==> src/rtl/arb_fifo_pkg.sv <==
package arb_fifo_pkg;
  typedef enum logic [1:0] {
    ACC_NONE = 2'd0,
    ACC_WR   = 2'd1,
    ACC_RD   = 2'd2
  } acc_e;
endpackage

==> src/rtl/arb_fifo_arb.sv <==
module arb_fifo_arb
  import arb_fifo_pkg::*;
#(
  parameter bit READ_FIRST = 1'b0
) (
  input  logic push_i,
  input  logic pop_i,
  input  logic full_i,
  input  logic empty_i,
  output logic push_ready_o,
  output logic pop_ready_o,
  output acc_e acc_o
);

  generate
    if (READ_FIRST) begin : g_rd_first
      logic rd_usable;
      assign rd_usable    = pop_i && !empty_i;
      assign pop_ready_o  = !empty_i;
      assign push_ready_o = !full_i && !rd_usable;
    end else begin : g_wr_first
      logic wr_usable;
      assign wr_usable    = push_i && !full_i;
      assign push_ready_o = !full_i;
      assign pop_ready_o  = !empty_i && !wr_usable;
    end
  endgenerate

  always_comb begin
    acc_o = ACC_NONE;
    if (push_i && push_ready_o)     acc_o = ACC_WR;
    else if (pop_i && pop_ready_o)  acc_o = ACC_RD;
  end

endmodule

==> src/rtl/arb_fifo_ptr.sv <==
module arb_fifo_ptr #(
  parameter int ADDR_W = 6
) (
  input  logic              clk_i,
  input  logic              rst_ni,
  input  logic              wr_go_i,
  input  logic              rd_go_i,
  output logic [ADDR_W-1:0] waddr_o,
  output logic [ADDR_W-1:0] raddr_o,
  output logic              full_o,
  output logic              empty_o
);

  // extra MSB distinguishes full from empty
  logic [ADDR_W:0] wp_q, rp_q;

  always_ff @(posedge clk_i or negedge rst_ni) begin
    if (!rst_ni) begin
      wp_q <= '0;
      rp_q <= '0;
    end else begin
      if (wr_go_i) wp_q <= wp_q + 1'b1;
      if (rd_go_i) rp_q <= rp_q + 1'b1;
    end
  end

  assign waddr_o = wp_q[ADDR_W-1:0];
  assign raddr_o = rp_q[ADDR_W-1:0];
  assign empty_o = (wp_q == rp_q);
  assign full_o  = (wp_q[ADDR_W] != rp_q[ADDR_W]) &&
                   (wp_q[ADDR_W-1:0] == rp_q[ADDR_W-1:0]);

endmodule

==> src/rtl/arb_fifo_spram.sv <==
module arb_fifo_spram
  import arb_fifo_pkg::*;
#(
  parameter int DATA_W = 8,
  parameter int DEPTH  = 64,
  parameter int ADDR_W = $clog2(DEPTH)
) (
  input  logic              clk_i,
  input  logic              rst_ni,
  input  acc_e              acc_i,
  input  logic [ADDR_W-1:0] addr_i,
  input  logic [DATA_W-1:0] wdata_i,
  output logic [DATA_W-1:0] rdata_o,
  output logic              valid_o
);

  logic [DATA_W-1:0] mem_q [DEPTH];
  logic [DATA_W-1:0] rdata_q;
  logic              valid_q;

  // one port: write or read, never both
  always_ff @(posedge clk_i) begin
    if (acc_i == ACC_WR)      mem_q[addr_i] <= wdata_i;
    else if (acc_i == ACC_RD) rdata_q       <= mem_q[addr_i];
  end

  always_ff @(posedge clk_i or negedge rst_ni) begin
    if (!rst_ni) valid_q <= 1'b0;
    else         valid_q <= (acc_i == ACC_RD);
  end

  assign rdata_o = rdata_q;
  assign valid_o = valid_q;

endmodule

==> src/rtl/arb_fifo.sv <==
module arb_fifo
  import arb_fifo_pkg::*;
#(
  parameter int DATA_W     = 8,
  parameter int DEPTH      = 64,
  parameter bit READ_FIRST = 1'b0
) (
  input  logic              clk_i,
  input  logic              rst_ni,
  input  logic              push_i,
  input  logic [DATA_W-1:0] push_data_i,
  output logic              push_ready_o,
  input  logic              pop_i,
  output logic              pop_ready_o,
  output logic [DATA_W-1:0] pop_data_o,
  output logic              pop_valid_o,
  output logic              full_o,
  output logic              empty_o
);

  localparam int ADDR_W = $clog2(DEPTH);

  acc_e              acc;
  logic [ADDR_W-1:0] waddr, raddr, addr;
  logic              full, empty;

  arb_fifo_arb #(.READ_FIRST(READ_FIRST)) u_arb (
    .push_i       (push_i),
    .pop_i        (pop_i),
    .full_i       (full),
    .empty_i      (empty),
    .push_ready_o (push_ready_o),
    .pop_ready_o  (pop_ready_o),
    .acc_o        (acc)
  );

  arb_fifo_ptr #(.ADDR_W(ADDR_W)) u_ptr (
    .clk_i   (clk_i),
    .rst_ni  (rst_ni),
    .wr_go_i (acc == ACC_WR),
    .rd_go_i (acc == ACC_RD),
    .waddr_o (waddr),
    .raddr_o (raddr),
    .full_o  (full),
    .empty_o (empty)
  );

  assign addr = (acc == ACC_RD) ? raddr : waddr;

  arb_fifo_spram #(.DATA_W(DATA_W), .DEPTH(DEPTH), .ADDR_W(ADDR_W)) u_mem (
    .clk_i   (clk_i),
    .rst_ni  (rst_ni),
    .acc_i   (acc),
    .addr_i  (addr),
    .wdata_i (push_data_i),
    .rdata_o (pop_data_o),
    .valid_o (pop_valid_o)
  );

  assign full_o  = full;
  assign empty_o = empty;

endmodule

==> config.mk <==
export PLATFORM = sky130hd
export DESIGN_NAME = arb_fifo
export DESIGN_NICKNAME = d
export VERILOG_FILES = /design/src/rtl/arb_fifo_pkg.sv /design/src/rtl/arb_fifo_arb.sv /design/src/rtl/arb_fifo_ptr.sv /design/src/rtl/arb_fifo_spram.sv /design/src/rtl/arb_fifo.sv
export SDC_FILE = /design/constraint.sdc
export NUM_CORES = 1
export LEC_CHECK = 0
export CAP_MARGIN = 0
export CORE_MARGIN = 4
export CORE_UTILIZATION = 40
export CTS_BUF_LIST = sky130_fd_sc_hd__clkbuf_4 sky130_fd_sc_hd__clkbuf_8 sky130_fd_sc_hd__clkbuf_16
export DETAILED_ROUTE_END_ITERATION = 8
export SETUP_SLACK_MARGIN = 0.15
export SLEW_MARGIN = 40
export SYNTH_ARGS = -nofsm -noshare
export SYNTH_HDL_FRONTEND = slang
export SYNTH_HIERARCHICAL = 1
export SYNTH_SLANG_ARGS = --single-unit
==> constraint.sdc <==
create_clock -name clk_i -period 4.5 [get_ports clk_i]
set_input_delay 0.675 -clock clk_i [delete_from_list [all_inputs] [get_ports clk_i]]
set_output_delay 0.675 -clock clk_i [all_outputs]
set_load 0.05 [all_outputs]
==> flow_summary.yaml, run 1 <==
run_status:
  outcome: "completed"
power:
  clkPwrFrac_pct: 26.9
  p_sw_share_pct: 34.5
  seq_power_share_pct: 36.8
  vdd_ir_drop_max_v: 0.000340
  p_int_mw: 10.3
  power_mw: 15.7
  power_density_mw_per_mm2: 631
  power.leakage_nw: 8.17
  p_comb_share_pct: 36.3
  p_sw_mw: 5.41
drt:
  wirelength_um: 57400
  drcViolationCount: 0
  avgViaCountPerCell: 5.91
  ant_nets: 0
  drt_iter0_drc: 1391
  wl_per_cell_um: 27.0
  dr_total_vias: 12600
  first_pass_iters: 6
timing:
  slew_violations: 0
  tightest_slew_ps: 804
  min_period_over_period_pct: 92.9
  rsz0062_at_grt: "yes"
  setup_viol: 0
  final.min_clock_period_ps: 4180
  tns_ps: 0
  fin_skew_ps: 19.8
  hold_violations: 0
  max_slew_margin_pct: 46.0
  fmax_ghz: 0.239
  setup_slack_ps: 319
global_route:
  grt_pass1_wl_um: 83900
  antenna_found_initial: 2
  grt_max_degree: 65
  overflow: 0
  grt_pass1_vias: 12200
  track_usage_pct: 19.9
setup_path:
  worstPathRequired_ps: 4840
  crit_slowest_cell: "or4_1"
  crit_buf_inv: 2
  arrival_ps: 4520
  crit_family: "simple AND/OR/NAND/NOR gates"
  cp_cell_sequence: "xnor2_1, nand4_1, nor3_4, nor2b_4, nor3b_2, nor2b_4, mux2_4, buf_4, nor2b_2, buf_4, a221oi_1, nor2_1, o21ai_0, o21ai_0, or4_1"
  critPathCaptureType: "register"
  start_kind: "register"
  cp_max_fo: 14
  max_stage_delay_ps: 520
  path_class: "reg2reg"
logic_synthesis:
  syn_avg_cell_area_um2: 16.9
  synth-edff-count: 520
  ys_seq_area_share_pct: 75.6
  post_synth_num_cell_types: 58
  synthFlopType: "edfxtp_1"
  yosys_warnings: 6
  synth_cells: 1249
  syn_area_mm2: 0.0212
  synth_top_cell_by_area: "edfxtp_1"
  yosys-top-cells-area: "edfxtp_1, a221oi_1, mux4_2, a22oi_1, nor2_1"
  synth_top_area_share_pct: 73.8
  syn-num-nets: 1263
  synth-seq-cells: 535
  async_flop_share_pct: 2.80
final_layout:
  regArea_mm2: 0.0160
  multi_input_area_mm2: 0.00470
  drive_gt1_share_pct: 24.2
  nets: 1411
  final_cell_mix: "edfxtp_1, buf_4, nor2_1, a22oi_1, a221oi_1"
  layout_commonest_cell: "edfxtp_1"
  design_area_mm2: 0.0249
  syn_to_final_growth_pct: 17.5
  fillers: 4396
  antennaDiodeCount: 0
die:
  core-area_mm2: 0.0524
  row_count: 84
  die_area_mm2: 0.0566
  die_w_um: 238
  start_util_pct: 40.3
  ioPinCount: 25
  die_h_um: 238
cts:
  tritoncts: "yes"
  cts_htree_levels: 2
  cts_root_buf: "clkbuf_16"
  clock_path_buffers: 3
  cts_num_sinks: 535
  clk_latency_ps: 600
  clk_pin_slew_worst_paths_ps: 60
  cts_made_buffers: 53
place:
  portBuffers: 24
  gp_congestion: 0.898
  dp_hpwl_um: 37000
  dp_worst_setup_slack_ps: 40.4
  postPlaceCellArea_mm2: 0.0231
flow_run:
  cap_violations: 0
min_path:
  hp-class: "in2async"
[worst reg2reg max path, delay by kind of cell, from the launching register on]
kind | cells | cell delay (ps)
flops | 1 | 390
compound gates | 3 | 710
buf+inv | 2 | 430
xor+xnor | 1 | 170
mux | 1 | 370
simple gates | 8 | 1840
[power by group through the flow]
stage               Sequential, mW  Combinational, mW  Clock [mW]
floorplan                     5.94               3.21           0
global placement              5.87               5.45           0
detailed placement            5.88               5.54           0
CTS                           5.77               5.56        4.30
global route                  5.79               5.99        4.52
finish                        5.77               5.69        4.23
[area by class of cell]
type | instances | share of cell area [%]
flip-flops and latches | 535 | 64.3
multi-input cells | 611 | 18.9
inverters | 3 | 0.0453
clock inverters | 29 | 0.755
clock buffers | 67 | 5.90
repair buffers | 193 | 6.63
well taps | 688 | 3.46
[cell families after synthesis]
group           count (synthesis)  synth area share [%]
mux                            93                  6.19
xor+xnor                       19                 0.786
flops                         535                  75.6
fa+ha+maj                       2                 0.118
buf+inv                       104                  2.67
compound gates                284                  9.98
simple gates                  212                  4.68
[sequential cells by signal, summed over array words and instances (netlist names)]
name,cells
u_mem/rdata_o,8
u_ptr/rp_q,7
u_ptr/wp_q,7
u_mem/valid_o,1
u_mem/mem_q,512
[per-stage QoR]
step	utilization (%)	cells	hold WS (ps)
final	47.4	2126	493
after global routing	47.4	2126	521
after CTS	47.2	2118	491
after detailed placement	44.0	2022	483
after global placement	44.0	2021	480
after floorplan	-	1249	379
[cell usage after synthesis, types with 4 or more instances]
master and count:
a22o_1 10, mux2_2 28, mux4_2 25, nor2b_1 11
a221o_1 8, nor2_1 102, edfxtp_1 520, buf_2 35
o22a_1 4, a211oi_1 4, mux2i_1 34, xnor2_1 15
dfrtp_1 15, nand3_1 12, o22ai_1 16, a221oi_1 68
a31oi_1 5, nand2_1 34, buf_6 7, mux2_4 6
o211ai_1 6, o221ai_1 8, nand4_1 7, or3_1 4
nor3_1 17, buf_4 21, o21ai_0 34, clkbuf_1 34
o311ai_0 4, buf_1 4, a22oi_1 68, xor2_1 4
a21oi_1 33
[path summary, 6_finish.rpt]
| kind | from | end | slack (ps) | cells after the start |
|---|---|---|---|---|
| worst max-delay path | u_ptr/wp_q[3] | u_mem/rdata_o[5] | 320 | 15 |
| worst min-delay path | rst_ni | u_ptr/wp_q[5] | 490 | 1 |
| worst max register to register | u_ptr/wp_q[3] | u_mem/rdata_o[5] | 320 | 15 |
| worst min register to register | u_ptr/wp_q[6] | u_ptr/wp_q[6] | 490 | 1 |
| max in group asynchronous | rst_ni | u_ptr/wp_q[1] | 3560 | 1 |
| min in group clk_i | u_ptr/wp_q[6] | u_ptr/wp_q[6] | 490 | 1 |
[metal layers]
layer	up-vias	track usage (%)	share of wire (%)
met5	-	0	0
met4	0	5.40	2.7
met3	86	3.51	9.0
met2	643	32.1	47
met1	6489	28.3	41
li1	5348	-	-
[what timing repair did]
item                       CTS  global route
gates cloned                 0             1
resized for setup            2            14
pin swaps                    0             0
setup buffers                0             7
setup endpoints to repair    3           260
hold buffers                 0             0
Note: power is estimated with default switching activity, not from simulation.
==> run 2, diff against run 1 <==
--- a/config.mk
+++ b/config.mk
@@ -10,6 +10,8 @@
 export CORE_UTILIZATION = 40
 export CTS_BUF_LIST = sky130_fd_sc_hd__clkbuf_4 sky130_fd_sc_hd__clkbuf_8 sky130_fd_sc_hd__clkbuf_16
 export DETAILED_ROUTE_END_ITERATION = 8
+export HOLD_SLACK_MARGIN = 0.1
+export RECOVER_POWER = 50
 export SETUP_SLACK_MARGIN = 0.15
 export SLEW_MARGIN = 40
 export SYNTH_ARGS = -nofsm -noshare
==> run 2 against run 1 <==
Compared with the run above: the flow now finishes with violations (max-capacitance violations, max-slew violations); largest power group unchanged; count of clock-buffer cells in the layout unchanged; highest routed layer unchanged; hold slack got worse by 3.8 ps; die area stayed put; critical path type unchanged.
==> flow_summary.yaml, run 2 (synthesis gave the netlist of run 1 again) <==
timing:
  min_period_over_period_pct: 93.8
  tightest_slew_ps: 3350
  fmax_ghz: 0.237
  hold_ws_ps: 489
  tns_ps: 0
  rsz0062_at_grt: "yes"
  fin_skew_ps: 26.4
  hold_violations: 0
  final.min_clock_period_ps: 4220
  setup_viol: 0
  max_slew_margin_pct: -123
  setup_slack_ps: 277
  slew_violations: 442
final_layout:
  drive_gt1_share_pct: 22.9
  layout_commonest_cell: "edfxtp_1"
  antennaDiodeCount: 0
  multi_input_area_mm2: 0.00469
  registers.top_by_ff_count: "u_mem/mem_q"
  final_cell_mix: "edfxtp_1, buf_4, nor2_1, a22oi_1, a221oi_1"
  nets: 1411
  regArea_mm2: 0.0160
  largest_reg_flops: 512
  syn_to_final_growth_pct: 17.2
  fillers: 4401
run_status:
  outcome: "finished with violations"
  violations: "max-capacitance violations, max-slew violations"
global_route:
  grt_pass1_wl_um: 83900
  track_usage_pct: 19.9
  overflow: 0
  grt_pass1_vias: 12200
  antenna_found_initial: 2
  grt_max_degree: 65
cts:
  cts_root_buf: "clkbuf_16"
  cts_hold_repair.buffers: 0
  tritoncts: "yes"
  cts_htree_levels: 2
  clk_latency_ps: 610
  clk_pin_slew_worst_paths_ps: 60
  cts_made_buffers: 53
  clock_path_buffers: 3
  cts_num_sinks: 535
drt:
  dr_total_vias: 12500
  wirelength_um: 57400
  drcViolationCount: 0
  drt_iter0_drc: 1412
  ant_nets: 0
  avgViaCountPerCell: 5.90
  wl_per_cell_um: 27.0
  first_pass_iters: 6
die:
  die_h_um: 238
  core-area_mm2: 0.0524
  die_area_mm2: 0.0566
  start_util_pct: 40.3
  die_w_um: 238
  ioPinCount: 25
  row_count: 84
power:
  power_density_mw_per_mm2: 633
  power.leakage_nw: 8.11
  vdd_ir_drop_max_v: 0.000342
  power_mw: 15.7
setup_path:
  start_kind: "register"
  cp_max_fo: 14
  path_class: "reg2reg"
  arrival_ps: 4560
  worstPathRequired_ps: 4830
  critPathCaptureType: "register"
place:
  dp_worst_setup_slack_ps: 40.4
  gp_congestion: 0.898
  dp_hpwl_um: 37000
  portBuffers: 24
min_path:
  hp-class: "reg2reg"
flow_run:
  cap_violations: 10
[run 2: timing repair]
| item | CTS | global route |
|---|---|---|
| resized for setup | 2 | 14 |
| setup endpoints to repair | 3 | 260 |
| cloned | 0 | 1 |
| buffers inserted | 0 | 7 |
[run 2: worst max-delay path: stages (launching register included)]
cell,delay [ps]
dfrtp_1,390
xnor2_1,170
nand4_1,240
nor3_4,220
nor2b_1,100
nor3b_2,190
nor2b_4,260
mux2_4,370
buf_4,240
nor2b_2,210
buf_4,200
a221oi_1,260
nor2_1,80
o21ai_0,260
o21ai_0,240
or4_1,520
[run 2: final timing paths]
kind	slack [ps]	cells after the start	to	start
worst max-delay path	280	15	u_mem/rdata_o[5]	u_ptr/wp_q[3]
worst min-delay path	490	1	u_ptr/wp_q[6]	u_ptr/wp_q[6]
worst max register to register	280	15	u_mem/rdata_o[5]	u_ptr/wp_q[3]
worst min register to register	490	1	u_ptr/wp_q[6]	u_ptr/wp_q[6]
max in group asynchronous	3490	1	u_ptr/wp_q[1]	rst_ni
min in group asynchronous	560	1	u_ptr/wp_q[5]	rst_ni
[run 2: report_power, final]
part	switching, mW	total, mW	leakage, nW	internal, mW
Combinational	3.52	5.69	2.41	2.17
Sequential	0.0806	5.78	4.87	5.70
Clock	1.82	4.23	0.831	2.41
[run 2: through the flow]
step,std cells,cell area (um^2),util (%)
2_1_floorplan,1249,21200,-
3_3_place_gp,2021,23100,44.0
3_5_place_dp,2022,23100,44.0
4_1_cts,2118,24700,47.2
5_1_grt,2126,24800,47.3
6_report,2126,24800,47.3
[run 2: final cells by class]
cell class | count | area share, %
clock inverters | 29 | 0.757
inverters | 3 | 0.0454
flip-flops and latches | 535 | 64.5
well taps | 688 | 3.47
clock buffers | 67 | 5.91
multi-input cells | 611 | 18.9
repair buffers | 193 | 6.46
[run 2: metal layers]
metal | track usage, % | part of all wire [%] | routed length, um
met5 | 0 | 0 | 0
met4 | 5.40 | 2.5 | 1430
met3 | 3.51 | 8.4 | 4840
met2 | 32.1 | 48 | 27500
met1 | 28.3 | 41 | 23700
